[src/rtl/tmr_pkg.sv]
package tmr_pkg;

   typedef enum logic [1:0] {
      MODE_FREE    = 2'd0,
      MODE_CLR     = 2'd1,
      MODE_TRI_MAX = 2'd2,
      MODE_TRI_CMP = 2'd3
   } tmr_mode_e;

   localparam logic [2:0] ADDR_CTRL  = 3'd0;
   localparam logic [2:0] ADDR_COUNT = 3'd1;
   localparam logic [2:0] ADDR_CMPA  = 3'd2;
   localparam logic [2:0] ADDR_CMPB  = 3'd3;
   localparam logic [2:0] ADDR_FLAGS = 3'd4;

   localparam int NUM_CH = 2;

endpackage

[src/rtl/tmr_tick_gen.sv]
module tmr_tick_gen #(
   parameter int SH1         = 3,
   parameter int SH2         = 6,
   parameter int SH3         = 8,
   parameter int SH4         = 10,
   parameter int SYNC_STAGES = 2
) (
   input  logic       clk,
   input  logic       rst_n,
   input  logic [2:0] sel,
   input  logic       ext_in,
   output logic       tick
);

   initial begin : elab_chk
      if (!(SH1 > 0 && SH1 < SH2 && SH2 < SH3 && SH3 < SH4))
         $fatal(1, "tmr_tick_gen: divider shifts must be increasing and positive");
      if (SYNC_STAGES < 2)
         $fatal(1, "tmr_tick_gen: at least two synchroniser stages required");
   end

   logic [SH4-1:0]       presc_q;
   logic [SYNC_STAGES:0] sync_q;
   logic                 ext_now, ext_prev;

   always_ff @(posedge clk or negedge rst_n) begin
      if (!rst_n) presc_q <= '0;
      else        presc_q <= presc_q + 1'b1;
   end

   // synchroniser chain plus one extra stage holding the previous level
   always_ff @(posedge clk or negedge rst_n) begin
      if (!rst_n) sync_q <= '0;
      else        sync_q <= {sync_q[SYNC_STAGES-1:0], ext_in};
   end

   assign ext_now  = sync_q[SYNC_STAGES-1];
   assign ext_prev = sync_q[SYNC_STAGES];

   always_comb begin
      unique case (sel)
         3'd0:    tick = 1'b0;
         3'd1:    tick = 1'b1;
         3'd2:    tick = &presc_q[SH1-1:0];
         3'd3:    tick = &presc_q[SH2-1:0];
         3'd4:    tick = &presc_q[SH3-1:0];
         3'd5:    tick = &presc_q[SH4-1:0];
         3'd6:    tick = ext_prev & ~ext_now;
         default: tick = ext_now & ~ext_prev;
      endcase
   end

   // an external edge needs a settled synchroniser level on both sides
   p_edge_seen_r2: assert property (@(posedge clk) disable iff (!rst_n)
      (sel == 3'd7 && tick) |-> ($past(ext_now) == 1'b0));

endmodule

[src/rtl/tmr_counter.sv]
module tmr_counter
   import tmr_pkg::*;
#(
   parameter int W = 8
) (
   input  logic         clk,
   input  logic         rst_n,
   input  tmr_mode_e    mode,
   input  logic         tick,
   input  logic         ld,
   input  logic [W-1:0] ld_val,
   input  logic [W-1:0] top_val,
   output logic [W-1:0] cnt,
   output logic         down,
   output logic         step,
   output logic         top_hit,
   output logic         ovf_evt
);

   localparam logic [W-1:0] MAXV = {W{1'b1}};
   localparam logic [W-1:0] BOT  = '0;
   localparam logic [W-1:0] ONE  = W'(1);

   logic         phase, at_top;
   logic [W-1:0] cnt_n;
   logic         down_n;

   assign phase   = mode[1];
   assign at_top  = (cnt == top_val);
   assign step    = tick & ~ld;
   assign top_hit = step & at_top;
   assign ovf_evt = step & (phase ? (down && cnt == BOT) : (cnt == MAXV));

   always_comb begin
      cnt_n  = cnt;
      down_n = phase ? down : 1'b0;
      if (ld) begin
         cnt_n = ld_val;
      end else if (tick) begin
         if (!phase) begin
            cnt_n = (mode == MODE_CLR && at_top) ? BOT : cnt + ONE;
         end else if (!down) begin
            if (at_top) begin
               down_n = 1'b1;
               cnt_n  = (top_val == BOT) ? BOT : cnt - ONE;
            end else begin
               cnt_n  = cnt + ONE;
            end
         end else begin
            if (cnt == BOT) begin
               down_n = 1'b0;
               cnt_n  = (top_val == BOT) ? BOT : cnt + ONE;
            end else begin
               cnt_n  = cnt - ONE;
            end
         end
      end
   end

   always_ff @(posedge clk or negedge rst_n) begin
      if (!rst_n) begin
         cnt  <= '0;
         down <= 1'b0;
      end else begin
         cnt  <= cnt_n;
         down <= down_n;
      end
   end

   p_free_step_r3: assert property (@(posedge clk) disable iff (!rst_n)
      (mode == MODE_FREE && step) |=> (cnt == $past(cnt) + ONE));

   p_clr_wrap_r4: assert property (@(posedge clk) disable iff (!rst_n)
      (mode == MODE_CLR && top_hit) |=> (cnt == BOT));

   p_turn_down_r5: assert property (@(posedge clk) disable iff (!rst_n)
      (phase && top_hit && !down) |=> down);

   p_load_wins_r10: assert property (@(posedge clk) disable iff (!rst_n)
      ld |=> (cnt == $past(ld_val)));

endmodule

[src/rtl/tmr_compare.sv]
module tmr_compare #(
   parameter int W = 8
) (
   input  logic         clk,
   input  logic         rst_n,
   input  logic         hold_we,
   input  logic [W-1:0] wdata,
   input  logic         phase,
   input  logic         copy_evt,
   input  logic         step,
   input  logic [W-1:0] cnt,
   input  logic         down,
   input  logic         flag_clr,
   output logic [W-1:0] hold_q,
   output logic [W-1:0] act_q,
   output logic         flag,
   output logic         pin,
   output logic         match_evt
);

   assign match_evt = step & (cnt == act_q);

   always_ff @(posedge clk or negedge rst_n) begin
      if (!rst_n) begin
         hold_q <= '0;
         act_q  <= '0;
         flag   <= 1'b0;
         pin    <= 1'b0;
      end else begin
         if (hold_we) hold_q <= wdata;
         if (!phase || copy_evt) act_q <= hold_q;
         if (match_evt)     flag <= 1'b1;
         else if (flag_clr) flag <= 1'b0;
         if (match_evt) pin <= phase ? down : ~pin;
      end
   end

   p_flag_set_r7: assert property (@(posedge clk) disable iff (!rst_n)
      match_evt |=> flag);

   p_act_hold_r6: assert property (@(posedge clk) disable iff (!rst_n)
      (phase && !copy_evt) |=> (act_q == $past(act_q)));

   p_pin_phase_r8: assert property (@(posedge clk) disable iff (!rst_n)
      (phase && match_evt) |=> (pin == $past(down)));

   p_clear_r9: assert property (@(posedge clk) disable iff (!rst_n)
      (flag_clr && !match_evt) |=> !flag);

endmodule

[src/rtl/updown_timer.sv]
module updown_timer
   import tmr_pkg::*;
#(
   parameter int W           = 8,
   parameter int SYNC_STAGES = 2,
   parameter int SH1         = 3,
   parameter int SH2         = 6,
   parameter int SH3         = 8,
   parameter int SH4         = 10
) (
   input  logic         clk,
   input  logic         rst_n,
   input  logic [2:0]   bus_addr,
   input  logic         bus_we,
   input  logic [W-1:0] bus_wdata,
   output logic [W-1:0] bus_rdata,
   input  logic         ext_clk_in,
   output logic         ovf_flag,
   output logic         match_a_flag,
   output logic         match_b_flag,
   output logic         wave_a,
   output logic         wave_b
);

   localparam logic [W-1:0] MAXV = {W{1'b1}};

   initial begin : elab_chk
      if (W < 5) $fatal(1, "updown_timer: data width must hold the control field");
   end

   logic [2:0]  sel_q;
   tmr_mode_e   mode_q;
   logic        tick, step, top_hit, ovf_evt, down, ld;
   logic [W-1:0] cnt, top_val;

   logic [NUM_CH-1:0][W-1:0] hold_v, act_v;
   logic [NUM_CH-1:0]        flag_v, pin_v, mev_v;

   logic wr_ctrl, wr_flags;
   assign wr_ctrl  = bus_we && bus_addr == ADDR_CTRL;
   assign wr_flags = bus_we && bus_addr == ADDR_FLAGS;
   assign ld       = bus_we && bus_addr == ADDR_COUNT;

   always_ff @(posedge clk or negedge rst_n) begin
      if (!rst_n) begin
         sel_q  <= 3'd0;
         mode_q <= MODE_FREE;
      end else if (wr_ctrl) begin
         sel_q  <= bus_wdata[2:0];
         mode_q <= tmr_mode_e'(bus_wdata[4:3]);
      end
   end

   tmr_tick_gen #(
      .SH1(SH1), .SH2(SH2), .SH3(SH3), .SH4(SH4), .SYNC_STAGES(SYNC_STAGES)
   ) u_tick (
      .clk(clk), .rst_n(rst_n), .sel(sel_q), .ext_in(ext_clk_in), .tick(tick)
   );

   assign top_val = mode_q[0] ? act_v[0] : MAXV;

   tmr_counter #(.W(W)) u_cnt (
      .clk(clk), .rst_n(rst_n), .mode(mode_q), .tick(tick), .ld(ld),
      .ld_val(bus_wdata), .top_val(top_val), .cnt(cnt), .down(down),
      .step(step), .top_hit(top_hit), .ovf_evt(ovf_evt)
   );

   for (genvar c = 0; c < NUM_CH; c++) begin : g_ch
      tmr_compare #(.W(W)) u_cmp (
         .clk(clk), .rst_n(rst_n),
         .hold_we(bus_we && bus_addr == 3'(ADDR_CMPA + c)),
         .wdata(bus_wdata), .phase(mode_q[1]), .copy_evt(top_hit),
         .step(step), .cnt(cnt), .down(down),
         .flag_clr(wr_flags && bus_wdata[c+1]),
         .hold_q(hold_v[c]), .act_q(act_v[c]), .flag(flag_v[c]),
         .pin(pin_v[c]), .match_evt(mev_v[c])
      );
   end

   always_ff @(posedge clk or negedge rst_n) begin
      if (!rst_n)                      ovf_flag <= 1'b0;
      else if (ovf_evt)                ovf_flag <= 1'b1;
      else if (wr_flags && bus_wdata[0]) ovf_flag <= 1'b0;
   end

   always_comb begin
      bus_rdata = '0;
      unique case (bus_addr)
         ADDR_CTRL: begin
            bus_rdata[2:0] = sel_q;
            bus_rdata[4:3] = mode_q;
         end
         ADDR_COUNT: bus_rdata = cnt;
         ADDR_CMPA:  bus_rdata = hold_v[0];
         ADDR_CMPB:  bus_rdata = hold_v[1];
         ADDR_FLAGS: bus_rdata[2:0] = {flag_v[1], flag_v[0], ovf_flag};
         default:    bus_rdata = '0;
      endcase
   end

   assign match_a_flag = flag_v[0];
   assign match_b_flag = flag_v[1];
   assign wave_a       = pin_v[0];
   assign wave_b       = pin_v[1];

   p_stopped_r2: assert property (@(posedge clk) disable iff (!rst_n)
      (sel_q == 3'd0) |-> !tick);

   p_ovf_set_r3: assert property (@(posedge clk) disable iff (!rst_n)
      ovf_evt |=> ovf_flag);

   p_b_follow_r6: assert property (@(posedge clk) disable iff (!rst_n)
      !mode_q[1] |=> (act_v[1] == $past(hold_v[1])));

   p_match_pulse_r7: assert property (@(posedge clk) disable iff (!rst_n)
      (mev_v != '0) |-> step);

endmodule

[config.mk]
export PLATFORM = sky130hd
export DESIGN_NAME = updown_timer
export DESIGN_NICKNAME = d
export VERILOG_FILES = /design/src/rtl/tmr_pkg.sv /design/src/rtl/tmr_tick_gen.sv /design/src/rtl/tmr_counter.sv /design/src/rtl/tmr_compare.sv /design/src/rtl/updown_timer.sv
export SDC_FILE = /design/constraint.sdc
export NUM_CORES = 1
export LEC_CHECK = 0
export BUFFER_PORTS_ARGS = -buffer_cell sky130_fd_sc_hd__buf_2
export CORE_MARGIN = 4
export CORE_UTILIZATION = 35
export DETAILED_ROUTE_END_ITERATION = 7
export SETUP_SLACK_MARGIN = 0.05
export SYNTH_ARGS = -nofsm -noshare
export SYNTH_HDL_FRONTEND = slang
export SYNTH_SLANG_ARGS = --single-unit
[constraint.sdc]
create_clock -name clk -period 3.35 [get_ports clk]
set_input_delay 0.335 -clock clk [delete_from_list [all_inputs] [get_ports clk]]
set_output_delay 0.335 -clock clk [all_outputs]
set_load 0.01 [all_outputs]
; Yosys cells after proc, flatten, opt, wreduce, memory -nomap -nowiden
; Cells that the tools add are included.
[word_totals]
ramBits = 0
word_cells = 99
romBits = 0
regBits = 64
output_inout_bits = 13
latchBits = 0
memories = 0
inputBits = 15
[op_classes]
n_bitwise = 12
multipliers = 0
n_div = 0
reduce_logical = 24
addsub = 3
n_shift = 0
mux = 30
n_lt_le_gt_ge = 0
eq_ne = 15
[op_table]
columns = op, n
row1 = $mux 8, 10
row2 = $eq 8x8->1, 3
row3 = $logic_not 8->1, 2
row4 = $mux 1, 16
row5 = $pmux 3 s5, 1
row6 = $eq 3x2->1 const B, 4
row7 = $eq 3x3->1 const B, 4
row8 = $add 10x1->10 const B, 1
row9 = $logic_and 1x1->1, 10
row10 = $reduce_and 10->1, 1
row11 = $pmux 3 s3, 1
row12 = $add 8x1->8 const B, 1
row13 = $eq 8x8->1 const B, 1
row14 = $pmux 2 s4, 1
row15 = $reduce_and 8->1, 1
row16 = $reduce_bool 2->1, 4
row17 = $sub 8x1->8 const B, 1
row18 = $and 1x1->1, 7
row19 = $pmux 1 s7, 1
row20 = $eq 3x1->1 const B, 2
row21 = $logic_not 3->1, 2
row22 = $reduce_and 6->1, 1
row23 = $not 1->1, 5
row24 = $reduce_and 3->1, 1
row25 = other kinds (3), 3

; Longest topological paths before layout
[depth]
depth_word = 8
mapped_depth = 13
mapped_depth_nobuf = 10

; Hierarchy
; Synthesis repeated with hierarchy kept, for this count alone.
[hier_totals]
hier_cells = 344
hier_area_um2 = 3891.2
[by_module_without_submodules]
columns = mod, instances, seq_area_each_um2, cells_per_inst, area_each_um2
row1 = tmr_compare, 2, 450.4, 54, 772.0
row2 = tmr_counter, 1, 225.2, 126, 1118.6
row3 = updown_timer, 1, 150.1, 68, 669.4
row4 = tmr_tick_gen, 1, 325.3, 42, 559.3

; Worst setup path before layout
; No wires, ideal clock.
[synth_timing]
path_kind = reg2reg
from = register u_tick.presc_q[0]
to = register g_ch[0].u_cmp.act_q[0]
setup_slack_ns = 0.954
path_buffers = 1
setup_ns = 0.128
arrival_ns = 2.268
synth_period_minus_slack_ns = 2.396
stages_incl_launch_ff = 11
required_ns = 3.222
cell_sequence = dfrtp_1 -> ha_1 -> ha_1 -> nand2_1 -> mux2_2 -> a21o_1 -> nand2_1 -> nand2_1 -> o21ai_2 -> buf_2 -> mux2_1
[synth_between]
elab_chain_cells = 5
word_cells_on_any_way = 8
cone_classes = mux (1) / bitwise (2) / reduce/logical (5)
[synth_rtl]
columns = element, line
row1 = start: declaration, tmr_tick_gen.sv:22  ; logic [SH4-1:0] presc_q;
row2 = start signal: assignment, tmr_tick_gen.sv:28  ; else presc_q <= presc_q + 1'b1;
row3 = $reduce_and 10->1 (tied with other cells), tmr_tick_gen.sv:47  ; 3'd5: tick = &presc_q[SH4-1:0];
row4 = $pmux 1 s7 (*), tmr_tick_gen.sv:41  ; unique case (sel)
row5 = $and 1x1->1 (*), tmr_counter.sv:30  ; assign step = tick & ~ld;
row6 = $and 1x1->1 (*), tmr_counter.sv:31  ; assign top_hit = step & at_top;
row7 = $logic_or 1x1->1 (*), tmr_compare.sv:31  ; if (!phase || copy_evt) act_q <= hold_q;
row8 = end signal: assignment, tmr_compare.sv:31
row9 = end: declaration, tmr_compare.sv:15  ; output logic [W-1:0] act_q,
; Every way passes the cells marked *; elsewhere a longest branch is shown, timed or not.
; A chain may end at the register's enable or synchronous reset.

; Worst setup path after layout
[layout_timing]
from = register u_cnt.cnt[0]
to = register u_cnt.cnt[6]
[layout_between]
elab_chain_cells = 7
word_cells_on_any_way = 14
cone_classes = add/sub (2) / eq/ne (1) / mux (9) / reduce/logical (2)
[layout_rtl]
columns = element, line
row1 = start: declaration, tmr_counter.sv:13  ; output logic [W-1:0] cnt,
row2 = start signal: assignment, tmr_counter.sv:65  ; cnt <= cnt_n;
row3 = $sub 8x1->8 / $add 8x1->8 (equally long branches), --
row4 = $mux 8 (on tied branches), "tmr_counter.sv:45, tmr_counter.sv:52"
row5 = $mux 8 (on tied branches), "tmr_counter.sv:43, tmr_counter.sv:50"
row6 = $mux 8, tmr_counter.sv:42  ; end else if (!down) begin
row7 = $mux 8 (*), tmr_counter.sv:40  ; if (!phase) begin
row8 = $mux 8 (*), tmr_counter.sv:39  ; end else if (tick) begin
row9 = $mux 8 (*), tmr_counter.sv:37  ; if (ld) begin
; Every way passes the cells marked *; elsewhere a longest branch is shown, timed or not. The select of a mux whose other input is x is not followed.

==> results.txt <==
- STA classifies the critical path endpoint as a flip-flop.
- The flow ran to the end, and the final reports show no timing, DRC or antenna violations.
* Number of setup buffers added after CTS: 0
* Antenna violations before repair: 0
- The routed design has about 9.2 mm of wire.
* Startpoint class of the critical path: flip-flop
- Number of distinct library cells after synthesis: 56
- Relative slew slack: 0.3708
* Largest driver fanout on the critical path: 12
- For this run, the top clock speed supported by timing is 0.3560 GHz.
* Overall power of the completed layout: just under 0.003 W
- Total of warnings raised by yosys: 0
- Worst Clk Skew: ~6.1 ps
- Post-route antenna net violation count: 0
* Filler cell count in the final layout: ~1000
* Post-detailed-route via-to-cell ratio: roughly 5.6
- The slowest stage of the critical path belongs to the cell sky130_fd_sc_hd__dfrtp_1.
- Synthesis inferred 64 register bits.
- Most common cell in the netlist: sky130_fd_sc_hd__dfrtp_1
- Layout net count: between 400 and 500
- The number of gates resized after CTS was 0.
- Worst-Margin Slew: about 940 ps
- Number of hold buffers added after CTS: 0
- Clk buf depth: 2
- Buffers placed on the I/O ports in this run total 27.
- In this run the number of H-tree levels came out at 3.
* Most common library cells after synthesis: sky130_fd_sc_hd__dfrtp_1, sky130_fd_sc_hd__nand2_1, sky130_fd_sc_hd__mux2_2
- From left edge to right edge, the die measures 110.9 microns.
- Setup repair after global routing left no endpoint under its margin.
* Standard cell core area: a little over 0.01 sq mm
- Detailed routing inserted a total of around 2900 vias.
* Peak ir drop on the vdd network: ~0.37 mV
- Synthesis produced a netlist with a net count of about 380.
* Synth Instances: about 360
* Period utilisation layout: 0.8384
- First-pass GRT wire length: around 15 mm
- For this run, the leading register cell type out of synthesis is sky130_fd_sc_hd__dfrtp_1.
- Library cell used as clock root buffer: sky130_fd_sc_hd__clkbuf_8
- Final setup vio count: 0
- For this run, the total global-route usage over all layers was measured as 0.1556.
- DP HPWL: between 6 and 7 mm
* Syn avg cell area: 10.23 sq um
* Diode insertion count for antenna repair: 0
- Design Area, Final: roughly 0.0041 sq mm
- Vias in the first global route: 2906
- Area share of the largest cell type after synthesis: 0.4324
* Setup slack, reg-to-reg: 540 ps
* Detailed-router iteration count before antenna repair: 4
* Total power density per cell area: 698.4 mW/mm^2
- The initial utilization of the core area, before any placement, comes to 0.3587.
- STA puts the critical path data required time at roughly 3600 ps.
- Share of synthesized registers carrying an async set or reset: 1.000
- After clock tree synthesis, the clock-pin slew on the worst setup and hold paths is roughly 70 ps.
* GR Overflow Total: 0
- In the routed design, unresolved DRC markers number 0.
* Die area: between 0.01 and 0.015 sq mm
* Leading area contributor after synthesis: sky130_fd_sc_hd__dfrtp_1
- Startpoint of the worst setup timing path: u_cnt.cnt[0]
- At the end of routability-driven placement, the weighted congestion stood at 0.8619.
- Critical setup path kind: reg -> reg
* Minimum period implied by the final worst setup slack: 2809 ps
- I/O Pins: 28
* Synthesized cell area: roughly 0.0037 sq mm
- Reg-to-reg startpoint: u_cnt.cnt[0]
- The first routing iteration left ~170 violations.
- Worst min-delay path class: in -> async
- Synth-to-Final Area Change: 11.99%
- Share of post-route cells with drive strength above 1: 0.2168
- Pin count of the biggest net entering global routing: 32
* Clock buffer count from CTS: 9
- Leading post-synthesis cells by cell area: sky130_fd_sc_hd__dfrtp_1, sky130_fd_sc_hd__mux2_2, sky130_fd_sc_hd__mux2_1, sky130_fd_sc_hd__xnor2_1, sky130_fd_sc_hd__nand2_1
- The clock drives 64 sinks.
* Static leakage: 1.780 nW
- TritonCTS clock tree: done
- For the worst setup path, the data arrival time is between 3000 and 4000 ps.
- The hold violation count in the final report was 0.
* Vert. Die Dim: around 110 microns
- Routed wire per std cell: roughly 17 microns
- Count of flip-flops with a built-in enable after synthesis: 0
- Max stage delay on crit path: between 500 and 600 ps
* Max Slew Vio Count: 0
- The share of the Yosys chip area taken by registers is 0.4324.
- The critical path goes through inv_1 -> ha_1 -> nand2_1 -> or4b_4 -> o21ai_2 -> and2_4 -> o211ai_2 -> nor2b_1 -> o32a_1 -> o21ai_1.
* Max capacitance violation total: 0
* Later-pin clock latency in the skew report: between 300 and 400 ps
- The floorplan has 37 rows.
- Adding up every negative setup slack in the final design gives 0 ps.
* Placed instance area: ~0.0040 sq mm
layer usage:
metal	GRT usage	vias up	part of all wire
met1	0.2039	1468	0.45
li1	-	1371	-
met4	0.07389	0	0.028
met5	0	-	0
met2	0.2468	75	0.48
met3	0.03057	17	0.044
stage by stage:
stage | setup slack, ps | hold slack, ps | cells | util
after floorplan | 954.3 | 39.41 | 362 | -
after global placement | 614.7 | 332.1 | 513 | 0.3850
after detailed placement | 567.9 | 343.6 | 513 | 0.3850
after CTS | 552.1 | 45.31 | 528 | 0.4018
after global routing | 383.0 | 85.76 | 528 | 0.4018
final | 541.3 | 31.31 | 528 | 0.4018
report_power, final:
group | total, W | internal [W] | leakage (nW) | switching (W)
registers | 0.00123 | 0.000973 | 0.785 | 0.000256
clock network | 0.000597 | 0.000303 | 0.0882 | 0.000295
logic | 0.00107 | 0.000517 | 0.906 | 0.000553
total | 0.00290 | 0.00179 | 1.78 | 0.00110
sequential cells by signal, indices dropped and copies added (netlist names), 2 cells and up:
register,flops
g_ch.u_cmp.pin,2
g_ch.u_cmp.hold_q,16
sel_q,3
g_ch.u_cmp.flag,2
g_ch.u_cmp.act_q,16
u_tick.presc_q,10
mode_q,2
u_cnt.cnt,8
u_tick.sync_q,3
placed cells by master (no fill, tap or decap), types with 3 or more instances in the layout:
cell type and count:
sky130_fd_sc_hd__nand2b_1 8, sky130_fd_sc_hd__o21ai_0 3, sky130_fd_sc_hd__mux2_2 22, sky130_fd_sc_hd__and4_1 3
sky130_fd_sc_hd__o22ai_1 6, sky130_fd_sc_hd__and2_1 4, sky130_fd_sc_hd__buf_2 27, sky130_fd_sc_hd__mux2_1 21
sky130_fd_sc_hd__a21oi_1 15, sky130_fd_sc_hd__clkbuf_8 11, sky130_fd_sc_hd__a21o_1 4, sky130_fd_sc_hd__a22oi_1 7
sky130_fd_sc_hd__ha_1 5, sky130_fd_sc_hd__buf_4 8, sky130_fd_sc_hd__o21bai_1 3, sky130_fd_sc_hd__inv_1 10
sky130_fd_sc_hd__o2111ai_1 5, sky130_fd_sc_hd__nand2_1 31, sky130_fd_sc_hd__a221o_1 3, sky130_fd_sc_hd__nand3_1 13
sky130_fd_sc_hd__xor2_1 4, sky130_fd_sc_hd__nor2_1 19, sky130_fd_sc_hd__dfrtp_1 64, sky130_fd_sc_hd__o211ai_2 3
sky130_fd_sc_hd__a31oi_1 4, sky130_fd_sc_hd__and3_1 5, sky130_fd_sc_hd__nand4_1 3, sky130_fd_sc_hd__o21ai_1 10
sky130_fd_sc_hd__xnor2_1 16, sky130_fd_sc_hd__nor3_1 6, sky130_fd_sc_hd__nor2b_1 10
logic make-up (layout without fill, tap and decap cells):
group / Yosys count / after routing / share of synthesized area
buffers and inverters: 32 / 62 / 0.03750
multiplexers: 47 / 47 / 0.1483
flip-flops: 64 / 64 / 0.4324
adder cells (fa/ha/maj): 5 / 5 / 0.01689
AND/OR/NAND/NOR: 112 / 112 / 0.1568
XOR/XNOR: 20 / 20 / 0.04730
AO/OA/AOI/OAI: 82 / 82 / 0.1608
worst paths after layout:
| kind | end | cells after the start |
|---|---|---|
| worst max-delay path | u_cnt.cnt[6] | 10 |
| min in group clk | u_tick.sync_q[0] | 1 |
| max in group asynchronous | g_ch[0].u_cmp.hold_q[5] | 2 |
| worst min-delay path | u_tick.presc_q[7] | 1 |
| worst max register to register | u_cnt.cnt[6] | 10 |
| worst min register to register | u_tick.sync_q[1] | 0 |
critical path, delay by kind of cell, from the launching register on:
family,cells,cell delay (ps)
AND/OR/NAND/NOR,4,1000
flip-flops,1,560
AO/OA/AOI/OAI,4,840
buffers and inverters,1,170
adder cells (fa/ha/maj),1,150
final cells by class:
cell class                 instances  area, sq um  share of cell area
multi-input combinational        266         1963              0.4733
clock inverter                     3        17.52            0.004223
clock buffer                      12        155.1             0.03741
timing repair buffer              35        195.2             0.04706
inverter                          12        45.04             0.01086
sequential                        64         1602              0.3861
tap                              136        170.2             0.04103
No activity file was read; power rests on OpenSTA's default activity.
